--- src/rtl/idle_seq_pkg.sv ---
package idle_seq_pkg;
  typedef enum logic [2:0] {
    PH_EXEC  = 3'd0,
    PH_PREP  = 3'd1,
    PH_ENTRY = 3'd2,
    PH_IDLE  = 3'd3,
    PH_EXIT  = 3'd4
  } phase_e;
endpackage

--- src/rtl/idle_lat_counter.sv ---
module idle_lat_counter #(
  parameter int W = 16
) (
  input  logic         clk,
  input  logic         rst,
  input  logic         load,
  input  logic [W-1:0] load_val,
  input  logic         dec_en,
  output logic [W-1:0] cnt,
  output logic         zero
);
  always_ff @(posedge clk) begin
    if (rst)                     cnt <= '0;
    else if (load)               cnt <= load_val;
    else if (dec_en && cnt != 0) cnt <= cnt - 1'b1;
  end

  assign zero = (cnt == '0);

  // a spent count must not wrap around
  AST_CNT_NO_WRAP: assert property (@(posedge clk) disable iff (rst)
    zero && !load |=> zero);
endmodule

--- src/rtl/idle_elapsed_counter.sv ---
module idle_elapsed_counter #(
  parameter int W = 16
) (
  input  logic         clk,
  input  logic         rst,
  input  logic         clr,
  input  logic         inc_en,
  output logic [W-1:0] elapsed
);
  localparam logic [W-1:0] SAT = '1;

  always_ff @(posedge clk) begin
    if (rst || clr)                     elapsed <= '0;
    else if (inc_en && elapsed != SAT)  elapsed <= elapsed + 1'b1;
  end

  AST_ELAPSED_MONOTONIC: assert property (@(posedge clk) disable iff (rst)
    !clr |=> elapsed >= $past(elapsed));
endmodule

--- src/rtl/idle_delay_est.sv ---
module idle_delay_est
  import idle_seq_pkg::*;
#(
  parameter int W = 16
) (
  input  phase_e       phase,
  input  logic [W-1:0] entry_lat,
  input  logic [W-1:0] exit_lat,
  input  logic [W-1:0] elapsed,
  input  logic [W-1:0] exit_left,
  output logic [W:0]   delay
);
  function automatic logic [W-1:0] entry_left(input logic [W-1:0] lat,
                                              input logic [W-1:0] spent);
    return (lat > spent) ? lat - spent : '0;
  endfunction

  function automatic logic [W:0] add_wide(input logic [W-1:0] a,
                                          input logic [W-1:0] b);
    return {1'b0, a} + {1'b0, b};
  endfunction

  always_comb begin
    case (phase)
      PH_PREP:           delay = add_wide(exit_lat, entry_lat);
      PH_ENTRY, PH_IDLE: delay = add_wide(exit_lat, entry_left(entry_lat, elapsed));
      PH_EXIT:           delay = {1'b0, exit_left};
      default:           delay = '0;
    endcase
  end
endmodule

--- src/rtl/idle_phase_seq.sv ---
module idle_phase_seq
  import idle_seq_pkg::*;
#(
  parameter int LAT_W = 16
) (
  input  logic             clk,
  input  logic             rst,
  input  logic             tick_us,
  input  logic             req_valid,
  input  logic [LAT_W-1:0] req_entry_lat,
  input  logic [LAT_W-1:0] req_exit_lat,
  input  logic             req_abortable,
  input  logic             req_timer_stop,
  input  logic             prep_done,
  input  logic             wake,
  output logic [2:0]       phase_o,
  output logic             entry_busy_o,
  output logic             timer_lost_o,
  output logic [LAT_W:0]   wake_delay_o,
  output logic             done_o
);
  phase_e             phase_q, phase_d;
  logic [LAT_W-1:0]   entry_lat_q, exit_lat_q;
  logic               stop_q, wake_pend_q, timer_lost_q, done_q;
  logic               cnt_load, cnt_zero, cnt_dec;
  logic [LAT_W-1:0]   cnt_val, cnt;
  logic [LAT_W-1:0]   elapsed;

  // named internal events
  logic accept_req, entry_start, back_to_exec, stop_sel, elapse_en;

  assign accept_req   = (phase_q == PH_EXEC) && req_valid;
  assign entry_start  = (phase_d == PH_ENTRY) && (phase_q != PH_ENTRY);
  assign back_to_exec = (phase_d == PH_EXEC) && (phase_q != PH_EXEC);
  assign stop_sel     = (phase_q == PH_EXEC) ? req_timer_stop : stop_q;
  assign cnt_dec      = tick_us && (phase_q == PH_ENTRY || phase_q == PH_EXIT);
  assign elapse_en    = tick_us && (phase_q == PH_ENTRY || phase_q == PH_IDLE);

  always_comb begin
    phase_d  = phase_q;
    cnt_load = 1'b0;
    cnt_val  = entry_lat_q;
    case (phase_q)
      PH_EXEC: if (req_valid) begin
        if (req_abortable) phase_d = PH_PREP;
        else begin
          phase_d  = PH_ENTRY;
          cnt_load = 1'b1;
          cnt_val  = req_entry_lat;
        end
      end
      PH_PREP: begin
        if (wake) phase_d = PH_EXEC;
        else if (prep_done) begin
          phase_d  = PH_ENTRY;
          cnt_load = 1'b1;
          cnt_val  = entry_lat_q;
        end
      end
      PH_ENTRY: if (cnt_zero) begin
        if (wake_pend_q || wake) begin
          phase_d  = PH_EXIT;
          cnt_load = 1'b1;
          cnt_val  = exit_lat_q;
        end else phase_d = PH_IDLE;
      end
      PH_IDLE: if (wake) begin
        phase_d  = PH_EXIT;
        cnt_load = 1'b1;
        cnt_val  = exit_lat_q;
      end
      PH_EXIT: if (cnt_zero) phase_d = PH_EXEC;
      default: phase_d = PH_EXEC;
    endcase
  end

  always_ff @(posedge clk) begin
    if (rst) begin
      phase_q      <= PH_EXEC;
      entry_lat_q  <= '0;
      exit_lat_q   <= '0;
      stop_q       <= 1'b0;
      wake_pend_q  <= 1'b0;
      timer_lost_q <= 1'b0;
      done_q       <= 1'b0;
    end else begin
      phase_q <= phase_d;
      done_q  <= back_to_exec;
      if (accept_req) begin
        entry_lat_q <= req_entry_lat;
        exit_lat_q  <= req_exit_lat;
        stop_q      <= req_timer_stop;
      end
      if (entry_start)                         wake_pend_q <= 1'b0;
      else if (phase_q == PH_ENTRY && wake)    wake_pend_q <= 1'b1;
      if (entry_start && stop_sel)             timer_lost_q <= 1'b1;
      else if (back_to_exec)                   timer_lost_q <= 1'b0;
    end
  end

  idle_lat_counter #(.W(LAT_W)) u_lat_cnt (
    .clk(clk), .rst(rst), .load(cnt_load), .load_val(cnt_val),
    .dec_en(cnt_dec), .cnt(cnt), .zero(cnt_zero)
  );

  idle_elapsed_counter #(.W(LAT_W)) u_elapsed (
    .clk(clk), .rst(rst), .clr(entry_start), .inc_en(elapse_en),
    .elapsed(elapsed)
  );

  idle_delay_est #(.W(LAT_W)) u_delay (
    .phase(phase_q), .entry_lat(entry_lat_q), .exit_lat(exit_lat_q),
    .elapsed(elapsed), .exit_left(cnt), .delay(wake_delay_o)
  );

  assign phase_o      = phase_q;
  assign entry_busy_o = (phase_q == PH_ENTRY);
  assign timer_lost_o = timer_lost_q;
  assign done_o       = done_q;

  AST_IDLE_NEXT_LEGAL: assert property (@(posedge clk) disable iff (rst)
    phase_q == PH_IDLE |=> (phase_q == PH_IDLE || phase_q == PH_EXIT));
  AST_PREP_ABORT: assert property (@(posedge clk) disable iff (rst)
    phase_q == PH_PREP && wake |=> phase_q == PH_EXEC);
  AST_ENTRY_COMMITTED: assert property (@(posedge clk) disable iff (rst)
    phase_q == PH_ENTRY && !cnt_zero |=> phase_q == PH_ENTRY);
  AST_IDLE_HOLDS: assert property (@(posedge clk) disable iff (rst)
    phase_q == PH_IDLE && !wake |=> phase_q == PH_IDLE);
  AST_PENDING_WAKE: assert property (@(posedge clk) disable iff (rst)
    phase_q == PH_ENTRY && cnt_zero && wake_pend_q |=> phase_q == PH_EXIT);
  AST_TIMER_HELD: assert property (@(posedge clk) disable iff (rst)
    timer_lost_q && phase_q != PH_EXIT |=> timer_lost_q);
  AST_REQ_DROPPED: assert property (@(posedge clk) disable iff (rst)
    phase_q != PH_EXEC && req_valid |=> $stable(exit_lat_q) && $stable(entry_lat_q));
  AST_DONE_SINGLE: assert property (@(posedge clk) disable iff (rst)
    done_q |=> !done_q);
endmodule

--- config.mk ---
export PLATFORM = sky130hd
export DESIGN_NAME = idle_phase_seq
export DESIGN_NICKNAME = d
export VERILOG_FILES = /design/src/rtl/idle_seq_pkg.sv /design/src/rtl/idle_lat_counter.sv /design/src/rtl/idle_elapsed_counter.sv /design/src/rtl/idle_delay_est.sv /design/src/rtl/idle_phase_seq.sv
export SDC_FILE = /design/constraint.sdc
export NUM_CORES = 1
export LEC_CHECK = 0
export BUFFER_PORTS_ARGS = -buffer_cell sky130_fd_sc_hd__buf_2
export CELL_PAD_IN_SITES_DETAIL_PLACEMENT = 1
export CELL_PAD_IN_SITES_GLOBAL_PLACEMENT = 1
export CORE_MARGIN = 1.5
export CORE_UTILIZATION = 40
export CTS_CLUSTER_DIAMETER = 150
export DETAILED_ROUTE_END_ITERATION = 10
export GPL_TIMING_DRIVEN = 1
export PLACE_DENSITY_LB_ADDON = 0.1
export SLEW_MARGIN = 20
export SYNTH_ARGS = -nofsm -noshare
export SYNTH_HDL_FRONTEND = slang
export SYNTH_SLANG_ARGS = --single-unit
export TNS_END_PERCENT = 50
--- constraint.sdc ---
create_clock -name clk -period 3.8 [get_ports clk]
set_input_delay 0.19 -clock clk [delete_from_list [all_inputs] [get_ports clk]]
set_output_delay 0.19 -clock clk [all_outputs]
set_load 0.05 [all_outputs]
Yosys cells after proc, flatten, opt, wreduce, memory -nomap -nowiden
Cells that the tools add are included.
Word-level totals
  latch bits: 0
  bits in writable memories: 0
  output and inout port bits: 23
  memories kept: 0
  bits in registers: 71
  word-level logic and storage cells: 74
  memory bits (read-only): 0
Cells by class
  mux-type cells: 30
  shifts and indexed selects: 0
  bitwise logic cells: 0
  reductions and logical operators: 22
  div/mod/pow operators: 0
  equality and inequality tests: 7
  multiply operators: 0
  add/sub/neg operators: 5
  $lt $le $gt $ge: 1
Operator list (count)
  2-to-1 mux 16 bit: 8
  case mux 17 bit (3 select lines): 1
  case mux 16 bit (3 select lines): 1
  adder 16 x 16 -> 17 bit: 2
  2-to-1 mux 3 bit: 7
  adder 16 x 1 -> 16 bit, second input constant: 1
  greater-than comparator 16 bit: 1
  zero test 16 bit: 1
  inequality test 16 bit, second input constant: 1
  nonzero test 16 bit: 1
  subtractor 16 x 1 -> 16 bit, second input constant: 1
  subtractor 16 bit: 1
  case mux 3 bit (5 select lines): 1
  2-to-1 mux 1 bit: 10
  equality test 3 x 2 -> 1 bit, second input constant: 3
  logical AND 1 bit: 9
  zero test 3 bit: 2
  logical OR 1 bit: 4
  case mux 1 bit (4 select lines): 1
  nonzero test 2 bit: 2
  OR reduction 2 bit: 2
  equality test 3 x 1 -> 1 bit, second input constant: 1
  equality test 3 bit, second input constant: 1
  inequality test 3 x 2 -> 1 bit, second input constant: 1
  2 further kinds: 2

Depth between registers and ports, before layout
Gate-level depths: netlist (run 1).
  depth after elaboration: 8
  mapped depth: 19
  depth with buffers taken out: 17

Hierarchy
Synthesis (run 1) repeated with hierarchy kept, for this count alone.
Unflattened totals
  cell total of the unflattened synthesis: 757
  area total of the unflattened synthesis: 5925.7 um^2
By module, submodules not included
  idle_delay_est: instances 1, seq. area each 0.0 um^2, area each 1988.2 um^2, cells an instance 287
  idle_phase_seq: instances 1, seq. area each 780.7 um^2, area each 1946.9 um^2, cells an instance 245
  idle_lat_counter: instances 1, seq. area each 320.3 um^2, area each 1143.6 um^2, cells an instance 130
  idle_elapsed_counter: instances 1, seq. area each 320.3 um^2, area each 847.1 um^2, cells an instance 95

Worst setup path after synthesis (run 1)
No wires, ideal clock.
  kind: reg-to-output
  from: register entry_lat_q[0]
  to: output wake_delay_o[16]
  data required time: 3610 ps
  setup slack: -1511 ps
  cell stages (with the launch flop): 20
  arrival time: 5121 ps
  path buffers: 2
  cells stage by stage: dfxtp_1 -> inv_1 -> ha_1 -> fa_1 -> nor2b_1 -> o21a_1 -> o21ai_0 -> a21oi_1 -> o31a_1 -> clkbuf_1 -> clkbuf_1 -> a22o_1 -> ha_1 -> inv_1 -> fa_1 -> o21ai_0 -> a21oi_1 -> a31oi_1 -> a21oi_1 -> o32ai_1
Between the ends
  cells in the longest elaborated chain, start to end: 4
  elaborated cells between the ends (all ways): 6
  classes of those cells: add/sub (3); order compare (1); mux (2)
RTL lines
  start: declaration: RTL line idle_phase_seq.sv:23  | logic [LAT_W-1:0] entry_lat_q, exit_lat_q;
  start signal: assignment: RTL line idle_phase_seq.sv:90  | entry_lat_q <= req_entry_lat;
  subtractor 16 bit / greater-than comparator 16 bit (equally long branches): RTL line idle_delay_est.sv:15  | return (lat > spent) ? lat - spent : '0;
  2-to-1 mux 16 bit: RTL line idle_delay_est.sv:15
  adder 16 x 16 -> 17 bit: RTL line idle_delay_est.sv:20  | return {1'b0, a} + {1'b0, b};
  case mux 17 bit (3 select lines) (*): RTL line idle_delay_est.sv:24  | case (phase)
  end: declaration: RTL line idle_phase_seq.sv:19  | output logic [LAT_W:0] wake_delay_o,
Every way passes the cells marked *; elsewhere a longest branch is shown, timed or not.

Worst setup path after layout (run 1)
  from: register u_elapsed.elapsed[5]
  to: output wake_delay_o[15]
Between the ends
  cells in the longest elaborated chain, start to end: 4
  elaborated cells between the ends (all ways): 5
  classes of those cells: add/sub (2); order compare (1); mux (2)
RTL lines
  start: declaration: RTL line idle_elapsed_counter.sv:8  | output logic [W-1:0] elapsed
  start signal: assignment: RTL line idle_elapsed_counter.sv:14  | else if (inc_en && elapsed != SAT) elapsed <= elapsed + 1'b1;
  subtractor 16 bit / greater-than comparator 16 bit (equally long branches): RTL line idle_delay_est.sv:15
  2-to-1 mux 16 bit (*): RTL line idle_delay_est.sv:15
  adder 16 x 16 -> 17 bit (*): RTL line idle_delay_est.sv:20
  case mux 17 bit (3 select lines) (*): RTL line idle_delay_est.sv:24
Marked as above.

==> impl_results.md, run 1 <==
* Top cells by count, synth: nand2_1, a21oi_1, dfxtp_1, nor2_1, ha_1
* Crit Path Class: flop to output pin
* Avg Inst Size Synth at 7.521 µm²
* Initial Utilization at 41.48%
* Final Setup Violations at 14
* Number of I/O pins at 63
* RSZ-0062 raised after global routing: true
* Total gr overflow at 0
* Share of cells above drive strength 1 at 34.13%
* Drt total wl at 23880 µm
* Vias in the first global route at 6733
* Initial DRC count at 484
* Area Growth Syn to Fin at 42.65%
* Status: complete, but fails checks
* Max-cap viol count at 0
* H-tree Lvls at 3
* CP startpoint kind: flop
* Buf/Inv on CP at 3
* Post-synth EDFFs at 0
* Tmin final at 4.435 ns
* Vias per cell at 5.983
* WHS at 0.07390 ns
* GPL Wtd Cong at 0.9175
* Final WS setup at -0.6350 ns
* First-pass GRT wire length at 35560 µm
* Clock buffer depth at 2
* DRC at 0
* Initial antenna violation count at 0
* Count leader, synth: nand2_1
* CP max FO at 5
* Synth area leaders: dfxtp_1, ha_1, nand2_1
* Critical path's top delay family: compound AO/OA/AOI/OAI gates
* R2r startpoint: u_lat_cnt.cnt[6]$_SDFFE_PP0P_
* Final Hold Fails at 0
* Cts hold-fix bufs at 0
* I/O Buffers at 62
* P_leak at 3.288 nW
* Mapped Nets at 823
* Critical Path RT at 3.61 ns
* Max Clk Rate at 225.5 MHz
* Slew HR at 25.71%
* Antenna viol nets, final at 0
* Ys async rst share at 0%
* Number of vias in the routed layout at 6557
* Die Wd at 121.1 µm
* Ys Warns at 0
* Min-delay worst type: primary input to flop
* Clock Skew at 0.004199 ns
* Seq/Total Area, Yosys at 25.47%
* Total GRT Usage at 31.48%
* Crit path from: u_elapsed.elapsed[5]$_SDFFE_PP0P_
* CP Capture Type: output pin
* CTS tree: yes
* Final worst path period share at 116.7%
* Final Max Slew Viols at 0
* Core area at 13450 µm²
* Clock latency at the later pin of the worst-skew pair at 0.35 ns
* VDD IR max at 0.2903 mV
* Pwr dens at 574.0 nW/µm²
* Post-synth top area share at 25.47%
* Critical path arrival at 4.25 ns
* Reg clk slew, reported paths at 0.06 ns
* CTS Buf Count at 9
* DR pass1 iterations at 5
* Failing checks: negative setup slack
* Setup tns final at -6.063 ns
* Clock sink count at 71
* Cell Area, Synth at 5580 µm²
* Synth Register Bits at 71
* Max incr delay on CP at 0.51 ns
* DP HPWL at 16860 µm
* Critical path's slowest cell: or4_4
* Cell count after synthesis at 742
* Clk root buf: clkbuf_16
* Main synth FF type: dfxtp_1
* Netlist cell types at 74
* Core Rows at 42
* Cell Area, Placed at 7079 µm²
* CP Cell Sequence: inv_2 -> ha_4 -> and2_4 -> a221o_1 -> o21ai_2 -> a21oi_2 -> buf_4 -> o31a_1 -> a22o_4 -> ha_4 -> nand4_1 -> a211oi_2 -> nand3b_1 -> a211oi_2 -> or4_4 -> nand3_4 -> buf_8
* Final instance area at 7960 µm²
* Pwr Total at 4.569 mW
* Die ar. at 14670 µm²
* Worst slew pin tran at 1.112 ns
* Dominant cell type by area after synthesis: dfxtp_1
* Die height at 121.1 µm
* Largest net degree at the start of global routing at 48
* WL/cell at 21.79 µm
* Total Nets Final at 996
* Min-delay src: req_exit_lat[1]
* ANT cells at 0
==> cells by family (layout without fill, tap and decap cells) <==
logic type,Yosys count,after routing,share of synthesized area [%]
AO/OA/AOI/OAI,228,229,28.16
XOR/XNOR,46,46,7.220
adder cells (fa/ha/maj),41,41,9.462
buffers and inverters,73,250,5.515
flip-flops,71,71,25.47
multiplexers,1,1,0.1794
AND/OR/NAND/NOR,282,282,23.99
==> metrics by stage <==
stage	utilization, %	cells	setup WS (ns)
3_5_place_dp	52.62	1069	-0.5056
2_1_floorplan	-	742	-0.3151
6_report	59.17	1096	-0.6350
5_1_grt	59.17	1096	-0.7634
3_3_place_gp	52.58	1069	-0.3169
4_1_cts	57.29	1094	-0.5015
==> path summary, 6_finish.rpt <==
path | slack, ns | to | cells after the start
worst max-delay path | -0.64 | wake_delay_o[15] | 17
worst min-delay path | 0.07 | exit_lat_q[1]$_SDFFE_PP0P_ | 3
worst min register to register | 0.47 | stop_q$_SDFFE_PP0P_ | 2
worst max register to register | 0.78 | u_lat_cnt.cnt[9]$_SDFFE_PP0P_ | 7
==> flip-flops by register name (all words and copies together), names as in the netlist <==
register / flops
done_o: 1
exit_lat_q: 16
entry_lat_q: 16
stop_q: 1
phase_o: 3
timer_lost_o: 1
u_elapsed.elapsed: 16
wake_pend_q: 1
u_lat_cnt.cnt: 16
==> report_power, final <==
| part | switching, mW | internal, mW |
|---|---|---|
| logic | 1.59 | 1.07 |
| clock network | 0.362 | 0.546 |
| registers | 0.145 | 0.854 |
| total | 2.10 | 2.47 |
==> metal layers <==
layer | vias to the layer above | share of wire [%] | global-route usage (%)
li1 | 3034 | - | -
met1 | 3220 | 40 | 37.34
met2 | 236 | 51 | 56.85
met3 | 67 | 6.2 | 6.344
met4 | 0 | 3.0 | 9.779
met5 | - | 0 | 0
==> cell type report <==
class / count / area, µm²
well taps: 176 / 220.2
clock inverters: 4 / 53.80
fillers: 1665 / 5493
repair buffers: 200 / 1459
clock buffers: 12 / 256.5
inverters: 34 / 127.6
multi-input cells: 599 / 4415
flip-flops and latches: 71 / 1428
==> worst register-to-register path, delay by kind of cell (launching register included) <==
| family | cells | cell delay [ns] |
|---|---|---|
| AO/OA/AOI/OAI | 4 | 1.29 |
| AND/OR/NAND/NOR | 2 | 1.00 |
| flip-flops | 1 | 0.37 |
| buffers and inverters | 1 | 0.18 |
==> cell usage in the layout (no fill, tap or decap), drive strengths merged, types with 4 or more instances in the layout <==
cell type,count
buf,200
nand2,130
a21oi,83
dfxtp,71
nor2,45
ha,39
inv,34
xnor2,32
o21ai,26
a211oi,18
nor3,16
nand3,16
a22o,15
xor2,14
nand4,13
clkbuf,12
a221oi,11
nor2b,10
or3,10
a31oi,8
nor4,8
o21a,6
a21o,6
o211ai,6
and2,6
nand2b,5
and3,5
a222oi,5
nor3b,4
a21boi,4
a32o,4
o21bai,4
or4,4
o31ai,4
==> timing repair <==
item | in CTS | in global routing
resized for setup | 62 | 51
buffers inserted | 8 | 2
gates cloned | 1 | 0
setup endpoints to repair | 16 | 15
endpoints found under the hold margin | 0 | 0
pin swaps | 22 | 20
Power figures use the tool's default switching activity.
==> run 2, diff against run 1 <==
- ABC_AREA: not set -> 1
- CORE_UTILIZATION: 40 -> 38
- CTS_CLUSTER_DIAMETER: 150 -> not set
==> impl_results.md, run 2 <==
* Die Wd at 129.4 µm
* Critical path's top delay family: adder cells
* Crit Path Class: flop to output pin
* Area Growth Syn to Fin at 32.84%
* Commonest cells after routing, fill and taps aside: nand2_1, inv_1, a21oi_1, o21ai_0, nor2_1
* Final Max Slew Viols at 0
* Core Rows at 46
* Synth Register Bits at 71
* ANT cells at 0
* Number of I/O pins at 63
* Synth area leaders: dfxtp_1, nand2_1, a21oi_1
* Ys async rst share at 0%
* Total gr overflow at 0
* Ys Warns at 0
* Final Hold Fails at 0
* P_leak at 3.495 nW
* Final Setup Violations at 7
* Pwr Total at 4.083 mW
* Cts hold-fix bufs at 0
* Initial DRC count at 314
* I/O Buffers at 62
* R2r setup slk at 1.09 ns
* Clk root buf: clkbuf_16
* Max Clk Rate at 259.9 MHz
* Final WS setup at -0.04828 ns
* Status: complete, but fails checks
* Tmin final at 3.848 ns
* Max-cap viol count at 0
* Antenna viol nets, final at 0
* Most common cell type on the critical path: o21ai_1
* Netlist cell types at 49
* CTS tree: yes
* Critical path's slowest cell: fa_2
* Commonest non-fill, non-tap cell in the layout: nand2_1
* Total Nets Final at 1162
* Avg Inst Size Synth at 6.268 µm²
* Die ar. at 16750 µm²
* Total GRT Usage at 28.96%
* Clock latency at the later pin of the worst-skew pair at 0.35 ns
* Min-delay worst type: primary input to flop
* Die height at 129.4 µm
* Number of vias in the routed layout at 7069
* Vias in the first global route at 6909
* CP max FO at 4
* VDD IR max at 0.2834 mV
* Count leader, synth: nand2_1
* Clock sink count at 71
* Worst slew pin tran at 1.009 ns
* DR pass1 iterations at 5
* Largest net degree at the start of global routing at 49
* Cell Area, Placed at 6977 µm²
* CP Capture Type: output pin
* Post-synth EDFFs at 0
* Initial antenna violation count at 2
* First-pass GRT wire length at 36950 µm
* Drt total wl at 24560 µm
* WL/cell at 18.86 µm
* DRC at 0
* Critical path arrival at 3.66 ns
* Failing checks: negative setup slack
* Cell count after synthesis at 969
* Cell Area, Synth at 6073 µm²
* Reg clk slew, reported paths at 0.07 ns
* Mapped Nets at 1050
* Share of cells above drive strength 1 at 27.72%
* RSZ-0062 raised after global routing: true
* GPL Wtd Cong at 0.8639
* CP Cell Sequence: inv_2 -> ha_4 -> fa_2 -> nor3_4 -> nor2_2 -> o21ai_1 -> nand2_1 -> nand2_2 -> nand2_4 -> o22ai_4 -> ha_2 -> inv_2 -> fa_2 -> o21ai_4 -> buf_6 -> nand4_1 -> nand3_2 -> a21oi_1 -> o21ai_1 -> o21ai_1 -> buf_6
* Clock Skew at 0.008798 ns
* Final instance area at 8068 µm²
* Seq/Total Area, Yosys at 23.40%
* CP startpoint kind: flop
* Pwr dens at 506.0 nW/µm²
* CTS Buf Count at 9
* Top cells by count, synth: nand2_1, inv_1, a21oi_1, o21ai_0, nor2_1
* H-tree Lvls at 3
* Final worst path period share at 101.3%
* Slew HR at 32.63%
* Initial Utilization at 38.51%
* Post-synth top area share at 23.40%
* Critical Path RT at 3.61 ns
* Clock buffer depth at 2
* Core area at 15770 µm²
* Max incr delay on CP at 0.37 ns
* Buf/Inv on CP at 4
* Vias per cell at 5.429
* Dominant cell type by area after synthesis: dfxtp_1
* DP HPWL at 18560 µm
* WHS at 0.09994 ns
* Main synth FF type: dfxtp_1
[run 2: cell types whose count changed after synthesis, moves of 15 or more]
cell	before	now
nand2_1	129	211
inv_1	34	111
o21ai_0	24	96
nand3_1	16	64
nor2_1	45	83
xnor2_1	32	4
a21oi_1	83	105
a211oi_1	16	1
a22o_1	15	0
clkbuf_1	29	14
[run 2: cell families (layout without fill, tap and decap cells)]
family,after synthesis,count (layout),share of synthesized area (%)
AOI/OAI and AO/OA,244,244,21.69
xor gates and xnor gates,19,19,2.740
adders and majority gates,41,41,8.694
buffers and inverters,148,265,9.951
DFF,71,71,23.40
and+or+nand+nor,446,446,33.52
[run 2: cell type report]
type                       instances  area (µm²)
clock inverter                     7       103.9
timing repair buffer             130       907.1
clock buffer                       9       225.2
fill                            2116        7702
inverter                         119       449.2
sequential                        71        1428
multi-input combinational        750        4684
tap                              216       270.3
[run 2: final timing paths]
check                                    from                            end  cells after the start
hold / removal                req_exit_lat[6]     exit_lat_q[6]$_SDFFE_PP0P_                      3
hold reg to reg     timer_lost_o$_SDFFE_PP0P_      timer_lost_o$_SDFFE_PP0P_                      2
setup / recovery  entry_lat_q[0]$_SDFFE_PP0P_               wake_delay_o[12]                     21
setup reg to reg        phase_o[2]$_SDFF_PP0_  u_lat_cnt.cnt[0]$_SDFFE_PP0P_                      9
[run 2: tightest hold or removal path: cells and delay by family]
kind	cells	cell delay (ns)
buf+inv	1	0.10
simple gates	1	0.07
compound gates	1	0.06
[run 2: what timing repair did]
action,4_1_cts,5_1_grt
gates cloned,1,0
pin swaps,19,29
buffers inserted,5,5
gates resized for setup,77,88
setup endpoints to repair,15,15
[run 2: stage by stage]
step / cells / setup slack (ns) / setup TNS (ns) / utilization, %
after floorplan: 969 / 0.02334 / 0 / -
after global placement: 1276 / -0.01823 / -0.01823 / 44.24
after detailed placement: 1276 / -0.1462 / -0.3318 / 44.24
after CTS: 1298 / -0.06124 / -0.1110 / 48.60
after global routing: 1302 / -0.2531 / -2.716 / 51.16
final: 1302 / -0.04828 / -0.2354 / 51.16
[run 2: metal layers]
| layer | track usage [%] | vias up | wire length [µm] |
|---|---|---|---|
| met5 | 0 | - | 27 |
| met4 | 8.431 | 4 | 674 |
| met3 | 5.161 | 48 | 984 |
| met2 | 49.81 | 137 | 11940 |
| met1 | 37.15 | 3427 | 10940 |
| li1 | - | 3453 | - |
[run 2: report_power, final]
part | total [mW] | internal, mW | switching, mW
Combinational | 2.16 | 0.778 | 1.38
Clock | 0.977 | 0.585 | 0.392
Sequential | 0.946 | 0.833 | 0.114
Total | 4.08 | 2.20 | 1.89
==> run 3, diff against run 2 <==
- CELL_PAD_IN_SITES_GLOBAL_PLACEMENT: 1 -> 2
- CORE_UTILIZATION: 38 -> 29
==> impl_results.md, run 3 (same netlist as run 2, synthesis figures left out) <==
* FF+latch area at 1429 µm²
* Final Hold Fails at 0
* Initial Utilization at 29.82%
* DP HPWL at 19810 µm
* Clock Skew at 0.007662 ns
* Max incr delay on CP at 0.37 ns
* Clock power share at 22.3%
* Share of cells above drive strength 1 at 32.88%
* ANT cells at 0
* DRC at 0
* RSZ-0062 raised after global routing: true
* Reg clk slew, reported paths at 0.07 ns
* Vias in the first global route at 7141
* Die Wd at 147.7 µm
* Final WS setup at 0.02267 ns
* Commonest non-fill, non-tap cell in the layout: nand2_1
* Most common cell type on the critical path: buf_6
* Total GRT Usage at 23.50%
* CTS tree: yes
* Comb pwr share at 55.0%
* Drt total wl at 25350 µm
* CTS Buf Count at 9
* Internal power at 2.226 mW
* Pwr Total at 4.198 mW
* Clk root buf: clkbuf_16
* Die ar. at 21820 µm²
* Initial DRC count at 279
* Reg power frac at 22.7%
* Largest net degree at the start of global routing at 36
* Pwr dens at 489.9 nW/µm²
* Commonest cells after routing, fill and taps aside: nand2_1, inv_1, buf_4, a21oi_1, o21ai_0
* Multi-input logic area at 4947 µm²
* Number of vias in the routed layout at 7007
* GPL Wtd Cong at 0.8542
* Vias per cell at 5.078
* P_leak at 3.663 nW
* Final instance area at 8568 µm²
* Antenna viol nets, final at 0
* Slew HR at 30.95%
* Worst slew pin tran at 1.026 ns
* Critical path arrival at 3.59 ns
* CP max FO at 5
* VDD IR max at 0.2325 mV
* Total gr overflow at 0
* Area Growth Syn to Fin at 41.08%
* Final Setup Violations at 0
* CP startpoint kind: flop
* I/O Buffers at 62
* Min-delay worst type: primary input to flop
* Max Clk Rate at 264.7 MHz
* Fin util at 42.07%
* Clock sink count at 71
* Total Nets Final at 1186
* Die height at 147.7 µm
* NetSw at 1.972 mW
* Critical Path RT at 3.61 ns
* Dpl ws at -0.1754 ns
* Max-cap viol count at 0
* DR pass1 iterations at 4
* Initial antenna violation count at 0
* Tmin final at 3.777 ns
* WHS at 0.09336 ns
* Crit Path Class: flop to output pin
* CP Capture Type: output pin
* Switch share at 46.97%
* Clock buffer depth at 2
* Clock latency at the later pin of the worst-skew pair at 0.36 ns
* Final Max Slew Viols at 0
* First-pass GRT wire length at 39430 µm
* Status: finished, final reports clean
* Critical path's slowest cell: fa_2
* Number of I/O pins at 63
* Final worst path period share at 99.40%
* H-tree Lvls at 3
* Core area at 20360 µm²
* Core Rows at 52
* Filler cell count at 2607
* Cell Area, Placed at 7212 µm²
* WL/cell at 18.37 µm
* CP Cell Sequence: inv_2 -> ha_4 -> fa_2 -> nor3_4 -> nor2_2 -> o21ai_1 -> nand2_1 -> nand2_2 -> nand2_4 -> buf_6 -> o21ai_4 -> inv_1 -> fa_2 -> o21ai_2 -> buf_6 -> nand4_1 -> nand3_2 -> buf_6 -> nand2_4 -> a41oi_2 -> buf_6
## run 3: repair_timing
action | CTS | global route
hold buffers | 0 | 0
gates resized for setup | 98 | 128
setup buffers | 6 | 5
pin swaps | 21 | 31
setup endpoints to repair | 15 | 15
## run 3: power by group through the flow
stage	Sequential [mW]	Clock (mW)	Combinational (mW)
6_report	0.953	0.934	2.31
5_1_grt	0.965	0.982	2.53
4_1_cts	0.943	0.955	2.06
3_5_place_dp	0.952	0	1.88
3_3_place_gp	0.953	0	1.87
2_1_floorplan	0.934	0	1.23
## run 3: final timing paths
check	slack, ns	start	endpoint	cells past startpoint
worst min-delay path	0.09	req_exit_lat[5]	exit_lat_q[5]$_SDFFE_PP0P_	3
worst max register to register	1.28	u_lat_cnt.cnt[0]$_SDFFE_PP0P_	u_lat_cnt.cnt[7]$_SDFFE_PP0P_	12
worst max-delay path	0.02	entry_lat_q[0]$_SDFFE_PP0P_	wake_delay_o[16]	21
worst min register to register	0.47	timer_lost_o$_SDFFE_PP0P_	timer_lost_o$_SDFFE_PP0P_	2
## run 3: area by class of cell
class / count / area share (%)
Multi-Input combinational cell: 750 / 57.74
Sequential cell: 71 / 16.68
Timing Repair Buffer: 154 / 12.84
Inverter: 119 / 5.242
Tap cell: 270 / 3.943
Clock buffer: 9 / 2.629
Clock inverter: 7 / 0.9346
## run 3: worst max-delay path, delay by kind of cell (launching register included)
kind | cells | cell delay (ns)
AO/OA/AOI/OAI | 4 | 0.56
adder cells (fa/ha/maj) | 3 | 0.88
buffers and inverters | 6 | 0.69
flip-flops | 1 | 0.33
AND/OR/NAND/NOR | 8 | 0.77
## run 3: routing by layer
layer / vias to the layer above / share of wire, % / track usage, %
met2: 88 / 48 / 39.32
met4: 0 / 2.8 / 8.650
met3: 32 / 3.2 / 2.809
met5: - / 0 / 0
li1: 3502 / - / -
met1: 3385 / 46 / 30.95
## run 3: metrics by stage
stage | cells | setup TNS, ns
after floorplan | 969 | 0
after global placement | 1354 | -0.2415
after detailed placement | 1354 | -1.233
after CTS | 1375 | -0.1134
after global routing | 1380 | -1.673
final | 1380 | 0
